--- src/rtl/pb_pkg.sv ---
package pb_pkg;
    typedef enum logic [1:0] {
        ST_IDLE,
        ST_WPOST,
        ST_RWAIT,
        ST_RDONE
    } pb_state_e;
endpackage

--- src/rtl/pb_window.sv ---
module pb_window #(
    parameter int          AW   = 32,
    parameter logic [AW-1:0] BASE = '0,
    parameter logic [AW-1:0] MASK = '0
) (
    input  logic [AW-1:0] adr,
    output logic          hit
);
    // Address is inside this instance's window when the masked bits match
    assign hit = ((adr & MASK) == BASE);
endmodule

--- src/rtl/pb_ctrl.sv ---
module pb_ctrl
    import pb_pkg::*;
(
    input  logic      clk,
    input  logic      rst,
    input  logic      req,
    input  logic      req_we,
    input  logic      dn_ack,
    output pb_state_e state,
    output logic      take,
    output logic      rd_cap,
    output logic      dn_act,
    output logic      up_ack
);
    pb_state_e nxt;

    // State register
    always_ff @(posedge clk) begin
        if (rst) state <= ST_IDLE;
        else     state <= nxt;
    end

    // Next-state logic
    always_comb begin
        nxt = state;
        unique case (state)
            ST_IDLE:  if (req) nxt = req_we ? ST_WPOST : ST_RWAIT;
            ST_WPOST: if (dn_ack) nxt = ST_IDLE;
            ST_RWAIT: if (dn_ack) nxt = ST_RDONE;
            ST_RDONE: nxt = ST_IDLE;
            default:  nxt = ST_IDLE;
        endcase
    end

    // Decoded controls
    always_comb begin
        take   = (state == ST_IDLE) && req;
        rd_cap = (state == ST_RWAIT) && dn_ack;
        dn_act = (state == ST_WPOST) || (state == ST_RWAIT);
    end

    // Registered upstream acknowledge
    always_ff @(posedge clk) begin
        if (rst) up_ack <= 1'b0;
        else     up_ack <= (take && req_we) || rd_cap;
    end

    // a write taken in idle is acknowledged on the next cycle
    a_r3_posted_ack: assert property (@(posedge clk) disable iff (rst)
        (take && req_we) |=> up_ack);

    // acknowledge never lasts two cycles
    a_r7_ack_pulse: assert property (@(posedge clk) disable iff (rst)
        up_ack |=> !up_ack);
endmodule

--- src/rtl/pb_rdret.sv ---
module pb_rdret #(
    parameter int DW = 32
) (
    input  logic          clk,
    input  logic          rst,
    input  logic          cap,
    input  logic [DW-1:0] din,
    output logic [DW-1:0] dout
);
    // Return register: loads only on a read completion, holds otherwise
    always_ff @(posedge clk) begin
        if (rst)      dout <= '0;
        else if (cap) dout <= din;
    end
endmodule

--- src/rtl/posted_bridge.sv ---
module posted_bridge
    import pb_pkg::*;
#(
    parameter int            AW       = 32,
    parameter int            DW       = 32,
    parameter logic [AW-1:0] WIN_BASE = 32'h0002_0000,
    parameter logic [AW-1:0] WIN_MASK = 32'hFFFF_0000
) (
    input  logic          clk,
    input  logic          rst,
    input  logic          m_cyc,
    input  logic          m_stb,
    input  logic          m_we,
    input  logic [AW-1:0] m_adr,
    input  logic [DW-1:0] m_wdat,
    output logic          m_ack,
    output logic [DW-1:0] m_rdat,
    output logic          s_cyc,
    output logic          s_stb,
    output logic          s_we,
    output logic [AW-1:0] s_adr,
    output logic [DW-1:0] s_wdat,
    input  logic          s_ack,
    input  logic [DW-1:0] s_rdat
);
    logic      win_hit;
    logic      req;
    logic      take;
    logic      rd_cap;
    logic      dn_act;
    pb_state_e state;

    pb_window #(.AW(AW), .BASE(WIN_BASE), .MASK(WIN_MASK)) i_win (
        .adr (m_adr),
        .hit (win_hit)
    );

    assign req = m_cyc && m_stb && win_hit;

    pb_ctrl i_ctrl (
        .clk    (clk),
        .rst    (rst),
        .req    (req),
        .req_we (m_we),
        .dn_ack (s_ack),
        .state  (state),
        .take   (take),
        .rd_cap (rd_cap),
        .dn_act (dn_act),
        .up_ack (m_ack)
    );

    // Downstream request registers, loaded when a request is taken
    always_ff @(posedge clk) begin
        if (rst) begin
            s_adr  <= '0;
            s_wdat <= '0;
            s_we   <= 1'b0;
        end else if (take) begin
            s_adr  <= m_adr;
            s_wdat <= m_wdat;
            s_we   <= m_we;
        end
    end

    assign s_cyc = dn_act;
    assign s_stb = dn_act;

    pb_rdret #(.DW(DW)) i_ret (
        .clk  (clk),
        .rst  (rst),
        .cap  (rd_cap),
        .din  (s_rdat),
        .dout (m_rdat)
    );

    // out-of-window requests in idle cause no ack and no downstream cycle
    a_r2_window: assert property (@(posedge clk) disable iff (rst)
        (m_cyc && m_stb && !win_hit && !s_cyc && !m_ack) |=> (!m_ack && !s_cyc));

    // a write still in flight for a second cycle gives no ack upstream
    a_r5_stall: assert property (@(posedge clk) disable iff (rst)
        (s_cyc && s_we && $past(s_cyc && s_we)) |-> !m_ack);

    // read completion returns the sampled data with the acknowledge
    a_r6_read_data: assert property (@(posedge clk) disable iff (rst)
        (s_ack && s_stb && !s_we) |=> (m_ack && m_rdat == $past(s_rdat)));

    // return data holds unless a read just completed
    a_r8_hold: assert property (@(posedge clk) disable iff (rst)
        !(s_ack && s_stb && !s_we) |=> $stable(m_rdat));
endmodule

--- config.mk ---
export PLATFORM = sky130hd
export DESIGN_NAME = posted_bridge
export DESIGN_NICKNAME = d
export VERILOG_FILES = /design/src/rtl/pb_pkg.sv /design/src/rtl/pb_window.sv /design/src/rtl/pb_ctrl.sv /design/src/rtl/pb_rdret.sv /design/src/rtl/posted_bridge.sv
export SDC_FILE = /design/constraint.sdc
export NUM_CORES = 1
export LEC_CHECK = 0
export ABC_AREA = 1
export CAP_MARGIN = 20
export CORE_MARGIN = 5
export CORE_UTILIZATION = 36
export CTS_CLUSTER_DIAMETER = 60
export DETAILED_ROUTE_END_ITERATION = 10
export PLACE_DENSITY = 0.73
export SLEW_MARGIN = 40
export SYNTH_ARGS = -nofsm -noshare
export SYNTH_HDL_FRONTEND = slang
export SYNTH_SLANG_ARGS = --single-unit
export TNS_END_PERCENT = 20
--- constraint.sdc ---
create_clock -name clk -period 1.5 [get_ports clk]
set_input_delay 0.45 -clock clk [delete_from_list [all_inputs] [get_ports clk]]
set_output_delay 0.45 -clock clk [all_outputs]
set_load 0.03 [all_outputs]
Yosys cells after proc, flatten, opt, wreduce, memory -nomap -nowiden

Index checks and enable logic that the tools add are counted.

Flip-flop bits (word level): 100
Input port bits: 102
Output and inout bits: 100
Logic and storage cells: 27

Eq/ne operators: 7
Mux-type cells: 5
Reductions and logical operators: 9

Operators by type and width:

| cell                | number |
|---|---|
| $eq 16x2->1 const B | 1 |
| $mux 2              | 4 |
| $pmux 2 s4          | 1 |
| $logic_and 1x1->1   | 5 |
| $eq 2x2->1 const B  | 2 |
| $ne 2x2->1 const B  | 2 |
| $reduce_and 3->1    | 1 |
| $eq 2x1->1 const B  | 1 |
| $logic_not 2->1     | 1 |
| $logic_or 1x1->1    | 2 |
| $ne 2x1->1 const B  | 1 |

Logic depth before layout (Yosys ltp)

Word-level depth: 5
Depth in mapped cells: 10
Depth with buffers taken out: 9

Cells and area by module

From an unflattened synthesis, not the netlist that was laid out.

Cells, all modules: 683
Area total of the unflattened synthesis: 4375.4 sq um

Modules (own cells, without submodules):

| module        | times used | cells each | area an instance (sq um) | seq. area each (sq um) |
|---|---|---|---|---|
| posted_bridge | 1          | 414        | 2657.5                   | 1301.2 |
| pb_rdret      | 1          | 203        | 1338.8                   | 640.6 |
| pb_ctrl       | 1          | 36         | 266.5                    | 60.1 |
| pb_window     | 1          | 30         | 112.6                    | 0.0 |

Worst setup path before layout

Ideal clock, no wire load.

Kind: register to output
Start point: register i_ctrl.state[0]
End point: output port s_stb
Arrival time: 1063 ps
Required time: 1050 ps
Slack: -13 ps
Stages on the path, launching flop included: 4
Buffers on the path: 1
Cell sequence: dfxtp_1 -> inv_1 -> ha_1 -> buf_4

Longest elaborated chain between the ends: 2
Elaborated cells on any way between the ends: 3
Those cells by class: eq/ne (2); reduce/logical (1)

Ends and longest elaborated chain:

| what                                     | line                | text |
|---|---|---|
| start: declaration                       | pb_ctrl.sv:9        | `output pb_state_e state,` |
| start signal: assignment                 | pb_ctrl.sv:20       | `else state <= nxt;` |
| $eq 2x1->1 or $eq 2x2->1 (tied branches) | pb_ctrl.sv:39       | `dn_act = (state == ST_WPOST) \|\| (state == ST_RWAIT);` |
| $logic_or 1x1->1 *                       | pb_ctrl.sv:39       |  |
| end: declaration                         | posted_bridge.sv:19 | `output logic s_stb,` |

Mark *: on every way between the ends. The rest lies on a longest branch, timed or not.

Final worst setup path

Start point: register i_ctrl.state[1]
End point: output port s_cyc

Longest elaborated chain between the ends: 2
Elaborated cells on any way between the ends: 3
Those cells by class: eq/ne (2); reduce/logical (1)

Ends and longest elaborated chain:

| what                                     | line                | text |
|---|---|---|
| $eq 2x1->1 or $eq 2x2->1 (tied branches) | pb_ctrl.sv:39       |  |
| $logic_or 1x1->1 *                       | pb_ctrl.sv:39       |  |
| end: declaration                         | posted_bridge.sv:18 | `output logic s_cyc,` |

Marks and branches as above.

==> results.sh <==
export IMPL_regToRegSetupSlack_ps=120
export IMPL_ir_worst_vdd_v=0.000553
export IMPL_drt_wl_total_um=13200
export IMPL_diodes=0
export IMPL_arrival_ps=1160
export IMPL_critPathRequiredTime_ps=1050
export IMPL_grt_max_degree=44
export IMPL_io_buffer_count=201
export IMPL_synth_top_flop_cell="dfxtp_1"
export IMPL_root_buffer="clkbuf_8"
export IMPL_period_needed_ps=1610
export IMPL_ys_warn_count=0
export IMPL_htreeDepth=3
export IMPL_p_total_w=0.00675
export IMPL_drive_gt1_frac=0.233
export IMPL_grt_first_pass_wirelength_um=19400
export IMPL_critPathSlowestCell="dfxtp_2"
export IMPL_cts_tree="done"
export IMPL_first_iter_violations=186
export IMPL_grt_overflow=0
export IMPL_synth_area_per_cell_sq_um=7.19
export IMPL_synth_area_sq_mm=0.00397
export IMPL_rr_startpoint="i_ctrl.state[0]"
export IMPL_core_area_sq_mm=0.0108
export IMPL_synth_cells=552
export IMPL_ys_types=23
export IMPL_crit_chain="inv_4 -> ha_4 -> buf_6"
export IMPL_ys_top_cells_by_count="122 x nor2_1, 106 x nand2_1, 100 x dfxtp_1, 71 x inv_1, 48 x nor3_1"
export IMPL_synth_edf_count=0
export IMPL_antenna_left=0
export IMPL_fin_ws_ps=-109
export IMPL_syn_num_nets=658
export IMPL_rr_worst_depth=8
export IMPL_worst_setup_path_end_kind="primary output"
export IMPL_grt_pass1_vias=3979
export IMPL_status="complete, but fails checks"
export IMPL_power_density_mw_per_mm2=1010
export IMPL_via_per_inst=4.60
export IMPL_endpoint="s_cyc"
export IMPL_tightest_slew_ps=259
export IMPL_timing_rr_end="i_ret.dout[22]"
export IMPL_hold_path_startpoint="s_adr[23]"
export IMPL_fin_util=0.614
export IMPL_critPathLaunch="i_ctrl.state[1]"
export IMPL_dieWidth_um=115
export IMPL_finalSetupViolCount=2
export IMPL_cp_start_kind="flop"
export IMPL_yosys_area_top_type="dfxtp_1"
export IMPL_clkTransAtPathRegs_ps=80
export IMPL_yosys_area_top_type_share=0.505
export IMPL_max_cap_violations=0
export IMPL_fin_crit_sh=1.07
export IMPL_drt_pass1_iterations=4
export IMPL_fmax_mhz=622
export IMPL_cpPeakStageDelay_ps=360
export IMPL_place_inst=880
export IMPL_antenna_found_initial=0
export IMPL_final_hold_viol_count=0
export IMPL_wl_per_cell_um=14.6
export IMPL_finalMaxSlewViolations=0
export IMPL_chipHeight_um=115
export IMPL_num_rows=38
export IMPL_grt_use_total=0.182
export IMPL_critPathMaxFanout=2
export IMPL_ioPinCount=202
export IMPL_area_growth_pct=67.7
export IMPL_stdcell_count=905
export IMPL_ys_seq_elements=100
export IMPL_criticalPathCategory="reg2out"
export IMPL_cts_path_max_buffers=2
export IMPL_skew_ps=11.8
export IMPL_start_util=0.366
export IMPL_grt_setup_unrepaired="true"
export IMPL_synthMostInstantiatedCell="nor2_1"
export IMPL_async_reset_ff_frac=0
export IMPL_vias=4162
export IMPL_clk_latency_ps=350
export IMPL_finalSetupTns_ps=-218
export IMPL_violations="negative setup slack"
export IMPL_cts_made_buffers=9
export IMPL_die_area_sq_mm=0.0132
export IMPL_hp_class="reg2reg"
export IMPL_hpwlAfterDp_um=9090
export IMPL_cts_sinks=100
export IMPL_drc=0
export IMPL_nNetsFinal=868
export IMPL_synthTopCellsByArea="dfxtp_1 50%, nor2_1 12%, nand2_1 10%"
export IMPL_slew_headroom=0.828
export IMPL_yosysSeqAreaShare=0.505
export IMPL_leakage_nw=3.29
export IMPL_gp_congestion=0.839
==> worst max-delay path: cells and delay by family, from the launching register on <==
kind	cells	cell delay (ps)
adder cells (fa/ha/maj)	1	280
buffers and inverters	2	170
flip-flops	1	360
==> layer usage <==
metal  share of wire  vias up  routed length, um  track usage
met3           0.095       23               1250       0.0695
met4           0.022        0                297       0.0775
met1            0.41     1900               5400        0.206
li1                -     2092                  -            -
met2            0.47      147               6270        0.306
met5               0        -                  0            0
==> layout make-up <==
cell class	instances	area, sq um
Clock inverter	2	35.0
Inverter	73	277
Multi-Input combinational cell	346	1640
Timing Repair Buffer	232	2370
Fill cell	975	4190
Tap cell	140	175
Sequential cell	100	2000
Clock buffer	12	155
==> repair_timing <==
item                       CTS  global route
pin swaps                    1             9
gates resized for setup    292           123
hold buffers                 0             0
buffers inserted             4             0
setup endpoints to repair  148           112
cloned                       0             7
==> logic make-up after synthesis <==
group,after synthesis,synth area share
buffers and inverters,106,0.114
adder cells (fa/ha/maj),4,0.0126
flip-flops,100,0.505
AO/OA/AOI/OAI,40,0.0524
AND/OR/NAND/NOR,302,0.316
==> registers in the layout, summed over array words and instances (netlist names) <==
signal / flops
i_ctrl.state: 2
s_adr: 32
s_we: 1
i_ctrl.up_ack: 1
i_ret.dout: 32
s_wdat: 32
==> placed cells by master (no fill, tap or decap), drive strengths merged <==
cell           synthesis  routed
nand3                 21      21
ha                     4       4
o21a                   1       1
nor2                 126     126
clkdlybuf4s15          0      45
clkbuf                18      19
buf                   15      76
a21oi                  4       4
dfxtp                100     100
clkdlybuf4s50          0      83
nand2                107     107
clkdlybuf4s18          0       3
a21boi                 1       1
inv                   73      73
dlymetal6s2s           0      18
o21bai                 1       1
o21ai                 33      33
bufinv                 0       1
clkinv                 0       1
nor3                  48      48
==> worst min-delay path by stage <==
stage	end	slack [ps]	cells after the start
global route	s_adr[30]	480	2
detailed placement	s_adr[23]	450	2
CTS	s_adr[23]	460	2
global placement	s_adr[27]	440	2
finish	s_adr[23]	450	2
floorplan	i_ctrl.state[1]	480	2
==> stage by stage <==
step           area, sq um  hold slack (ps)  worst slack, ps
2_1_floorplan         3970              477             50.4
3_3_place_gp          6220              441             -453
3_5_place_dp          6220              445             -493
4_1_cts               6570              460             -132
5_1_grt               6650              481             -155
6_report              6650              454             -109
==> where the power goes <==
| part | leakage [nW] | internal (W) | switching [W] |
|---|---|---|---|
| registers | 0.809 | 0.00282 | 0.0000870 |
| logic | 2.38 | 0.000903 | 0.00124 |
| clock network | 0.0983 | 0.000844 | 0.000850 |
| total | 3.29 | 0.00457 | 0.00218 |
Note: power is estimated with default switching activity, not from simulation.
